[config.mk]
export PLATFORM = sky130hd
export DESIGN_NAME = mem_fence_unit
export DESIGN_NICKNAME = d
export VERILOG_FILES = /design/src/rtl/mfu_pkg.sv /design/src/rtl/mfu_decode.sv /design/src/rtl/mfu_class_ctr.sv /design/src/rtl/mem_fence_unit.sv
export SDC_FILE = /design/constraint.sdc
export NUM_CORES = 1
export LEC_CHECK = 0
export ABC_AREA = 1
export BUFFER_PORTS_ARGS = -buffer_cell sky130_fd_sc_hd__buf_2
export CORE_UTILIZATION = 45
export CTS_BUF_LIST = sky130_fd_sc_hd__clkbuf_4
export CTS_CLUSTER_DIAMETER = 200
export DETAILED_ROUTE_END_ITERATION = 16
export PLACE_DENSITY = 0.77
export SETUP_SLACK_MARGIN = 0.3
export SYNTH_ARGS = -nofsm -noshare
export SYNTH_HDL_FRONTEND = slang
export SYNTH_HIERARCHICAL = 1
export SYNTH_SLANG_ARGS = --single-unit
[constraint.sdc]
create_clock -name clk -period 3 [get_ports clk]
set_input_delay 0.3 -clock clk [delete_from_list [all_inputs] [get_ports clk]]
set_output_delay 0.3 -clock clk [all_outputs]
set_load 0.03 [all_outputs]
[src/rtl/mfu_pkg.sv]
package mfu_pkg;

    localparam int NUM_CLS = 4;

    typedef enum logic [1:0] {
        CLS_DIN  = 2'd0,
        CLS_DOUT = 2'd1,
        CLS_MRD  = 2'd2,
        CLS_MWR  = 2'd3
    } acc_cls_e;

    localparam logic [6:0] OPC_MISC_MEM = 7'b0001111;
    localparam logic [2:0] F3_FENCE     = 3'b000;
    localparam logic [2:0] F3_FENCEI    = 3'b001;

    typedef struct packed {
        logic                is_fencei;
        logic [NUM_CLS-1:0]  pred;
        logic [NUM_CLS-1:0]  succ;
    } mfu_dec_t;

    typedef struct packed {
        logic                act;
        logic [NUM_CLS-1:0]  succ;
        logic                isfi;
        logic                flush;
    } mfu_ctl_t;

endpackage

[src/rtl/mfu_decode.sv]
module mfu_decode
    import mfu_pkg::*;
#(
    parameter bit CONSERVATIVE = 1'b0
) (
    input  logic [31:0] ins_word,
    input  logic        tso_en,
    output mfu_dec_t    dec,
    output logic        arms
);

    logic [NUM_CLS-1:0] raw_pred, raw_succ, pred_sel, succ_sel;
    logic opc_hit, f_fence, f_fencei, io_any, tso_skip;
    logic unused_fields;

    // class c maps to bit 27-c (predecessor) and 23-c (successor)
    for (genvar c = 0; c < NUM_CLS; c++) begin : g_bits
        assign raw_pred[c] = ins_word[27-c];
        assign raw_succ[c] = ins_word[23-c];
    end

    if (CONSERVATIVE) begin : g_cons
        assign pred_sel = '1;
        assign succ_sel = '1;
    end else begin : g_sel
        assign pred_sel = raw_pred;
        assign succ_sel = raw_succ;
    end

    assign unused_fields = ^{ins_word[31:28], ins_word[19:15], ins_word[11:7],
                             raw_pred, raw_succ};

    always_comb begin
        opc_hit  = (ins_word[6:0] == OPC_MISC_MEM);
        f_fence  = opc_hit && (ins_word[14:12] == F3_FENCE);
        f_fencei = opc_hit && (ins_word[14:12] == F3_FENCEI);
        io_any   = pred_sel[CLS_DIN] | pred_sel[CLS_DOUT] |
                   succ_sel[CLS_DIN] | succ_sel[CLS_DOUT];
        // memory-only fence adds nothing under TSO unless W->R is ordered
        tso_skip = tso_en && !io_any && !(pred_sel[CLS_MWR] && succ_sel[CLS_MRD]);
        arms     = (f_fence && !tso_skip) || f_fencei;
        dec.is_fencei = f_fencei;
        dec.pred      = f_fencei ? 4'b1000 : pred_sel;
        dec.succ      = f_fencei ? 4'b0000 : succ_sel;
    end

endmodule

[src/rtl/mfu_class_ctr.sv]
module mfu_class_ctr #(
    parameter int CNT_W = 4
) (
    input  logic             clk,
    input  logic             rst_n,
    input  logic             inc,
    input  logic             done,
    input  logic             arm,
    input  logic             arm_sel,
    output logic [CNT_W-1:0] count,
    output logic             full,
    output logic             empty,
    output logic             drained
);

    typedef struct packed {
        logic [CNT_W-1:0] cnt;
        logic [CNT_W-1:0] pend;
    } ctr_t;

    ctr_t st_d, st_q;
    logic take;

    always_comb begin
        st_d    = st_q;
        take    = done && (st_q.cnt != '0);
        st_d.cnt = st_q.cnt + CNT_W'(inc) - CNT_W'(take);
        if (arm) begin
            // snapshot includes an access issued in the arming cycle
            st_d.pend = arm_sel ? st_d.cnt : '0;
        end else if (done && (st_q.pend != '0)) begin
            st_d.pend = st_q.pend - CNT_W'(1);
        end
    end

    always_ff @(posedge clk) begin
        if (!rst_n) begin
            st_q <= '0;
        end else begin
            st_q <= st_d;
        end
    end

    assign count   = st_q.cnt;
    assign full    = (st_q.cnt == {CNT_W{1'b1}});
    assign empty   = (st_q.cnt == '0);
    assign drained = (st_q.pend == '0);

endmodule

[src/rtl/mem_fence_unit.sv]
module mem_fence_unit
    import mfu_pkg::*;
#(
    parameter int CNT_W        = 4,
    parameter bit CONSERVATIVE = 1'b0
) (
    input  logic        clk,
    input  logic        rst_n,
    input  logic        tso_en,
    input  logic        ins_valid,
    input  logic [31:0] ins_word,
    output logic        ins_ready,
    input  logic        req_valid,
    input  logic [1:0]  req_class,
    input  logic        req_amo,
    output logic        req_ready,
    input  logic [3:0]  cpl,
    output logic        flush_req,
    output logic        icache_inval
);

    localparam int NC = NUM_CLS;

    mfu_dec_t            dec;
    logic                arms;
    logic [NC-1:0]       sel, inc, full, empty, drained;
    logic [NC*CNT_W-1:0] cnt_flat;
    mfu_ctl_t            st_d, st_q;
    logic                accept, fence_blk, cap_blk, tso_blk, strict_req;
    logic                fence_wait;
    logic [NC-1:0]       wait_succ;

    mfu_decode #(.CONSERVATIVE(CONSERVATIVE)) u_dec (
        .ins_word (ins_word),
        .tso_en   (tso_en),
        .dec      (dec),
        .arms     (arms)
    );

    for (genvar c = 0; c < NC; c++) begin : g_cls
        assign sel[c] = (req_class == 2'(c));
        assign inc[c] = req_valid && req_ready && sel[c];
        mfu_class_ctr #(.CNT_W(CNT_W)) u_ctr (
            .clk     (clk),
            .rst_n   (rst_n),
            .inc     (inc[c]),
            .done    (cpl[c]),
            .arm     (accept),
            .arm_sel (dec.pred[c]),
            .count   (cnt_flat[c*CNT_W +: CNT_W]),
            .full    (full[c]),
            .empty   (empty[c]),
            .drained (drained[c])
        );
    end

    always_comb begin
        fence_blk  = st_q.act && |(st_q.succ & sel);
        cap_blk    = |(full & sel);
        strict_req = (req_class == CLS_MWR) || (req_amo && (req_class == CLS_MRD));
        tso_blk    = tso_en && (!empty[CLS_MRD] || (strict_req && !(&empty)));
        req_ready  = !(fence_blk || cap_blk || tso_blk);
        ins_ready  = !st_q.act;
        accept     = ins_valid && ins_ready && arms;

        st_d       = st_q;
        st_d.flush = 1'b0;
        if (st_q.act && (&drained)) begin
            st_d.act   = 1'b0;
            st_d.flush = st_q.isfi;
        end
        if (accept) begin
            st_d.act  = 1'b1;
            st_d.succ = dec.succ;
            st_d.isfi = dec.is_fencei;
        end
    end

    always_ff @(posedge clk) begin
        if (!rst_n) begin
            st_q <= '0;
        end else begin
            st_q <= st_d;
        end
    end

    assign flush_req    = st_q.flush;
    assign icache_inval = st_q.flush;
    assign fence_wait   = st_q.act;
    assign wait_succ    = st_q.succ;

endmodule

==> metrics.md, run 1 <==
| Metric | Value |
|---|---|
| Core outline area | about 6300 um^2 |
| CTS tree | done |
| Die X | approximately 83 um |
| Clock-pin slew on the worst setup and hold paths | between 100 and 150 ps |
| Setup Buffers After CTS | 0 |
| # rows | 29 |
| Final Setup Violations | 0 |
| Largest net degree at the start of global routing | 36 |
| Startpoint Class | register |
| Vias in the first global route | approximately 2.6k |
| Worst Setup End Kind | register |
| I/O pin count | 48 |
| Finished Layout Cells | about 550 |
| Worst hold slack | between 300 and 400 ps |
| Static Leak | about 1.7 nW |
| Vias | roughly 2.7k |
| Gr ovfl total | 0 |
| Critical Path, Cell by Cell | inv_1 -> ha_1 -> nand2_1 -> nor2_2 -> nand3_1 -> nand2_1 -> nand2_1 -> nand2_1 -> nand4_2 -> nor2_1 -> ha_1 -> fa_1 -> nand2_1 -> o21ai_0 -> nor2_1 -> nor2_1 |
| Die footprint | slightly below 7000 um^2 |
| Final Power | about 2.5 mW |
| GRT Resource Usage Total | between 10% and 20% |
| Slew Limit Fails | 0 |
| WL/cell | 10.7 um |
| Final layout net count | 553 |
| Crit share post-route | roughly 80% |
| Crit path max fanout | 4 |
| Hold crit path type | in -> reg |
| Yosys warns | 6 |
| Max incr delay on CP | 460 ps |
| Peak VDD IR | ~420 uV |
| Crit path max-delay cell type | fa_1 |
| Measured slew at the worst slew-check pin | roughly 620 ps |
| Setup ws final | between 500 and 600 ps |
| Starting Density | a little under half |
| Layout Skew | roughly 9 ps |
| Htree depth | 2 |
| Min Tclk post-route | 2460 ps |
| Drt pass-1 iters | 4 |
| Clock buffer depth | 2 |
| Root buffer cell | clkbuf_4 |
| Layout cell share with drive strength beyond 1 | 19.1% |
| Slew HR | around three fifths |
| CP dominant cell by count | nand2_1 |
| Buffers on Ports | 33 |
| Final hold viol count | 0 |
| CTS buffer count | 5 |
| First-pass GRT wire length | approximately 10 mm |
| Outcome | complete, no violations |
| Syn Std Cell Area | around 3000 um^2 |
| Net count after synthesis | 517 |
| 1st-iter DRT viols | roughly 100 |
| Syn-to-layout area delta | 9.70% |
| Pwr Density | roughly 760 nW/um^2 |
| Setup WS pre-CTS | 540 ps |
| CP arrival | between 2000 and 3000 ps |
| Filler instances | 634 |
| DP Wirelength | ~4.7 mm |
| Final wirelength | around 6 mm |
| Maxcap violations | 0 |
| Worst path required time | 3240 ps |
| Fmax | 0.407 GHz |
| Cells after Synth | around 440 |
| ANT cells | 0 |
| Placed Cells | ~550 |
| Chip height | between 80 and 90 um |
| Antenna violations before repair | 0 |
| Clk_lat worst skew | 340 ps |
| Hold_buf cts | 0 |
| Area occupied by registers | 781 um^2 |
| Area occupied by multi-input gates | between 1500 and 2000 um^2 |
| Antenna Nets Post-Route | 0 |
| Fin area | around 3300 um^2 |
| Via-per-instance ratio | 4.82 |
| GP Congestion | about 0.83 |
| Area after DPL | 3190 um^2 |
| Drt drc | 0 |
| Crit path kind | reg -> reg |
| Synth Area per Inst | approximately 6.7 um^2 |
| Final setup TNS | 0 ps |
| Final core utilization | around half |
| Clock Sinks | 39 |
| RSZ-0062 raised after global routing | yes |
worst paths after layout:
path | depth (start not counted) | start | slack (ps) | to
min reg2reg | 2 | st_q[1] | 470 | flush_req
min | 5 | ins_word[20] | 310 | wait_succ[3]
max | 16 | g_cls[0].u_ctr/count[2] | 540 | g_cls[2].u_ctr/st_q[1]
max reg2reg | 16 | g_cls[0].u_ctr/count[2] | 540 | g_cls[2].u_ctr/st_q[1]
area by class of cell:
class	count	share of cell area, %
repair buffers	33	5.07
well taps	77	2.96
clock inverters	2	0.269
clock buffers	5	1.15
multi-input cells	300	55.0
inverters	98	11.5
flip-flops and latches	39	24.0
where the power goes:
part,switching [mW],total [mW],internal (mW)
clock network,0.168,0.251,0.0833
registers,0.109,0.777,0.668
logic,0.871,1.44,0.571
sequential cells by signal (all words and copies together) (netlist names):
register / cells
fence_wait: 1
flush_req: 1
g_cls.u_ctr/count: 16
g_cls.u_ctr/st_q: 16
st_q: 1
wait_succ: 4
critical path, delay by kind of cell (launching register included):
kind | cells | cell delay, ps
flops | 1 | 330
compound gates | 1 | 70
simple gates | 11 | 1060
buf+inv | 1 | 70
fa+ha+maj | 3 | 820
cells in the final DEF (no fill, tap or decap), drive strengths merged, types with 4 or more instances in the layout:
master  instances
buf            33
o21ai          38
ha             28
nand2          94
fa              4
nor2           83
clkbuf          5
nand3          35
clkinv          6
a21oi           8
dfxtp          39
xnor2           4
inv            94
layer usage:
metal  wire, um  vias to the layer above  share of wire, %  global-route usage, %
met5          0                        -                 0                      0
met4         82                        0               1.4                   4.70
met3        255                        7               4.3                   3.68
met2       2860                       44                48                   32.2
met1       2730                     1200                46                   21.8
li1           -                     1417                 -                      -
repair_timing:
item,CTS,global route
resized for setup,0,5
setup endpoints to repair,0,5
endpoints found under the hold margin,0,0
No activity file was read; power rests on OpenSTA's default activity.
==> inputs of run 2 (changes only) <==
==> constraint.sdc (replaced) <==
create_clock -name clk -period 2.4 [get_ports clk]
set_input_delay 0.24 -clock clk [delete_from_list [all_inputs] [get_ports clk]]
set_output_delay 0.24 -clock clk [all_outputs]
set_load 0.03 [all_outputs]
==> run 2 against run 1 <==
Fmax increased by 6.4%. First-iteration DRC count is 54% lower. Count of clock-buffer cells in the layout unchanged. Non-clock buffer count rose by 19. Highest routed layer unchanged. Critical path type unchanged.
==> metrics.md, run 2 (synthesis gave the netlist of run 1 again) <==
| Metric | Value |
|---|---|
| ANT cells | 0 |
| Fin area | approximately 3600 um^2 |
| Static Leak | ~1.8 nW |
| Startpoint Class | register |
| Placed Cells | around 550 |
| Vias | around 2.8k |
| Most frequent cells in the layout | inv_1, nand2_1, nor2_1, buf_2, dfxtp_1 |
| Final Setup Violations | 0 |
| Starting Density | a little under half |
| I/O pin count | 48 |
| Measured slew at the worst slew-check pin | just over 600 ps |
| Crit share post-route | between 90 and 100% |
| Maxcap violations | 0 |
| Die X | around 83 um |
| Peak VDD IR | around 610 uV |
| GRT Resource Usage Total | a little under a fifth |
| DP Wirelength | about 4.8 mm |
| CTS buffer count | 5 |
| Setup ws final | approximately 89 ps |
| Worst Setup End Kind | register |
| Area occupied by multi-input gates | ~2000 um^2 |
| Root buffer cell | clkbuf_4 |
| Sw Ratio | between 40% and 50% |
| Sw Pwr | around 1.7 mW |
| Layout Skew | 11.0 ps |
| Clk_lat worst skew | ~350 ps |
| Crit path kind | reg -> reg |
| Final layout net count | 572 |
| Outcome | complete, no violations |
| 1st-iter DRT viols | 47 |
| Drt drc | 0 |
| Vias in the first global route | between 2k and 3k |
| Slew Limit Fails | 0 |
| Final hold viol count | 0 |
| Final core utilization | 57.4% |
| Via-per-instance ratio | 4.83 |
| Final setup TNS | 0 ps |
| Layout cell share with drive strength beyond 1 | 32.2% |
| Htree depth | 2 |
| Setup WS pre-CTS | 31.7 ps |
| Hold_buf cts | 0 |
| Internal power | between 2 and 2.5 mW |
| First-pass GRT wire length | about 11 mm |
| Clock buffer depth | 2 |
| Die footprint | 6920 um^2 |
| Fmax | about 0.43 GHz |
| Hold crit path type | in -> reg |
| Buffers on Ports | 33 |
| GP Congestion | around 0.84 |
| Final wirelength | around 6.3 mm |
| Min Tclk post-route | roughly 2300 ps |
| Worst hold stages | 5 |
| WL/cell | between 10 and 15 um |
| Reg power frac | between 20% and 30% |
| WHS Endpoint | wait_succ[3] |
| Crit path max fanout | 4 |
| Syn-to-layout area delta | 22.9% |
| RSZ-0062 raised after global routing | yes |
| Reg2reg setup slack | ~89 ps |
| Combinational power share | a little over three fifths |
| Drt pass-1 iters | 4 |
| Antenna violations before repair | 0 |
| R2R cell count | 16 |
| Most common cell after layout, fill and taps aside | inv_1 |
| Filler instances | around 590 |
| Gr ovfl total | 0 |
| CTS tree | done |
| Clock-pin slew on the worst setup and hold paths | ~130 ps |
| Finished Layout Cells | about 570 |
| Core outline area | roughly 6300 um^2 |
| Worst r2r src | g_cls[1].u_ctr/count[2] |
| Clock Sinks | 39 |
| Area after DPL | between 3000 and 4000 um^2 |
| Worst path required time | 2660 ps |
| Antenna Nets Post-Route | 0 |
| Clock power frac | a little under an eighth |
| R2r endpoint | g_cls[1].u_ctr/st_q[1] |
| Slew HR | 58.9% |
| # rows | 29 |
| Worst hold slack | 241 ps |
| CP arrival | approximately 2600 ps |
| Chip height | between 80 and 90 um |
| Pwr Density | approximately 1100 nW/um^2 |
| Min-delay src | ins_word[20] |
| Final Power | 3.83 mW |
| Area occupied by registers | between 700 and 800 um^2 |
| Largest net degree at the start of global routing | 36 |
==> run 2: cell types whose count changed in the layout (fill, tap and decap cells not counted), sizes merged <==
cell,previous run,this run
buf,33,52
bufinv,0,1
==> run 2: worst max-delay path by stage <==
stage / endpoint / startpoint / slack, ps
final: g_cls[1].u_ctr/st_q[1] / g_cls[1].u_ctr/count[2] / 90
after floorplan: g_cls[0].u_ctr/st_q[1] / g_cls[1].u_ctr/count[2] / 300
after detailed placement: g_cls[2].u_ctr/st_q[1] / g_cls[1].u_ctr/count[2] / 30
after CTS: g_cls[2].u_ctr/st_q[1] / g_cls[1].u_ctr/count[3] / 110
after global routing: g_cls[1].u_ctr/st_q[1] / g_cls[1].u_ctr/count[2] / -7
after global placement: g_cls[3].u_ctr/st_q[1] / g_cls[1].u_ctr/count[2] / 70
==> run 2: worst max-delay path, stage by stage, from the launching register on <==
cell	delay, ps
dfxtp_2	350
inv_2	70
ha_4	120
nand2_2	60
nor2_4	100
nand3_2	80
nand2_1	60
nand2_1	50
nand2_2	90
nand4_4	150
nor2_2	130
ha_2	210
fa_2	470
nand2_1	90
o21ai_1	70
nor2_1	80
nor2_1	40
==> run 2: power by group through the flow <==
stage          sequential (mW)  combinational, mW  clock (mW)
2_1_floorplan            0.968               1.48           0
4_1_cts                  0.988               2.12       0.450
5_1_grt                   1.03               2.68       0.472
3_5_place_dp             0.998               1.85           0
3_3_place_gp             0.990               1.78           0
6_report                  1.00               2.39       0.439
==> run 2: area by class of cell <==
cell class              instances  share of cell area, %
clock buffers                   5                   1.03
inverters                      98                   10.3
well taps                      77                   2.64
multi-input cells             300                   54.7
repair buffers                 52                   8.64
clock inverters                 3                   1.06
flip-flops and latches         39                   21.6
==> run 2: timing repair <==
| action | 4_1_cts | 5_1_grt |
|---|---|---|
| pin swaps | 21 | 18 |
| setup endpoints to repair | 17 | 26 |
| setup buffers | 9 | 6 |
| gates resized for setup | 21 | 30 |
==> run 2: metal layers <==
| metal | global-route usage, % | wire [um] | vias up |
|---|---|---|---|
| met1 | 21.9 | 2870 | 1262 |
| met3 | 3.38 | 237 | 6 |
| met4 | 6.11 | 70 | 0 |
| met2 | 34.2 | 3150 | 47 |
| li1 | - | - | 1460 |
| met5 | 0 | 0 | - |
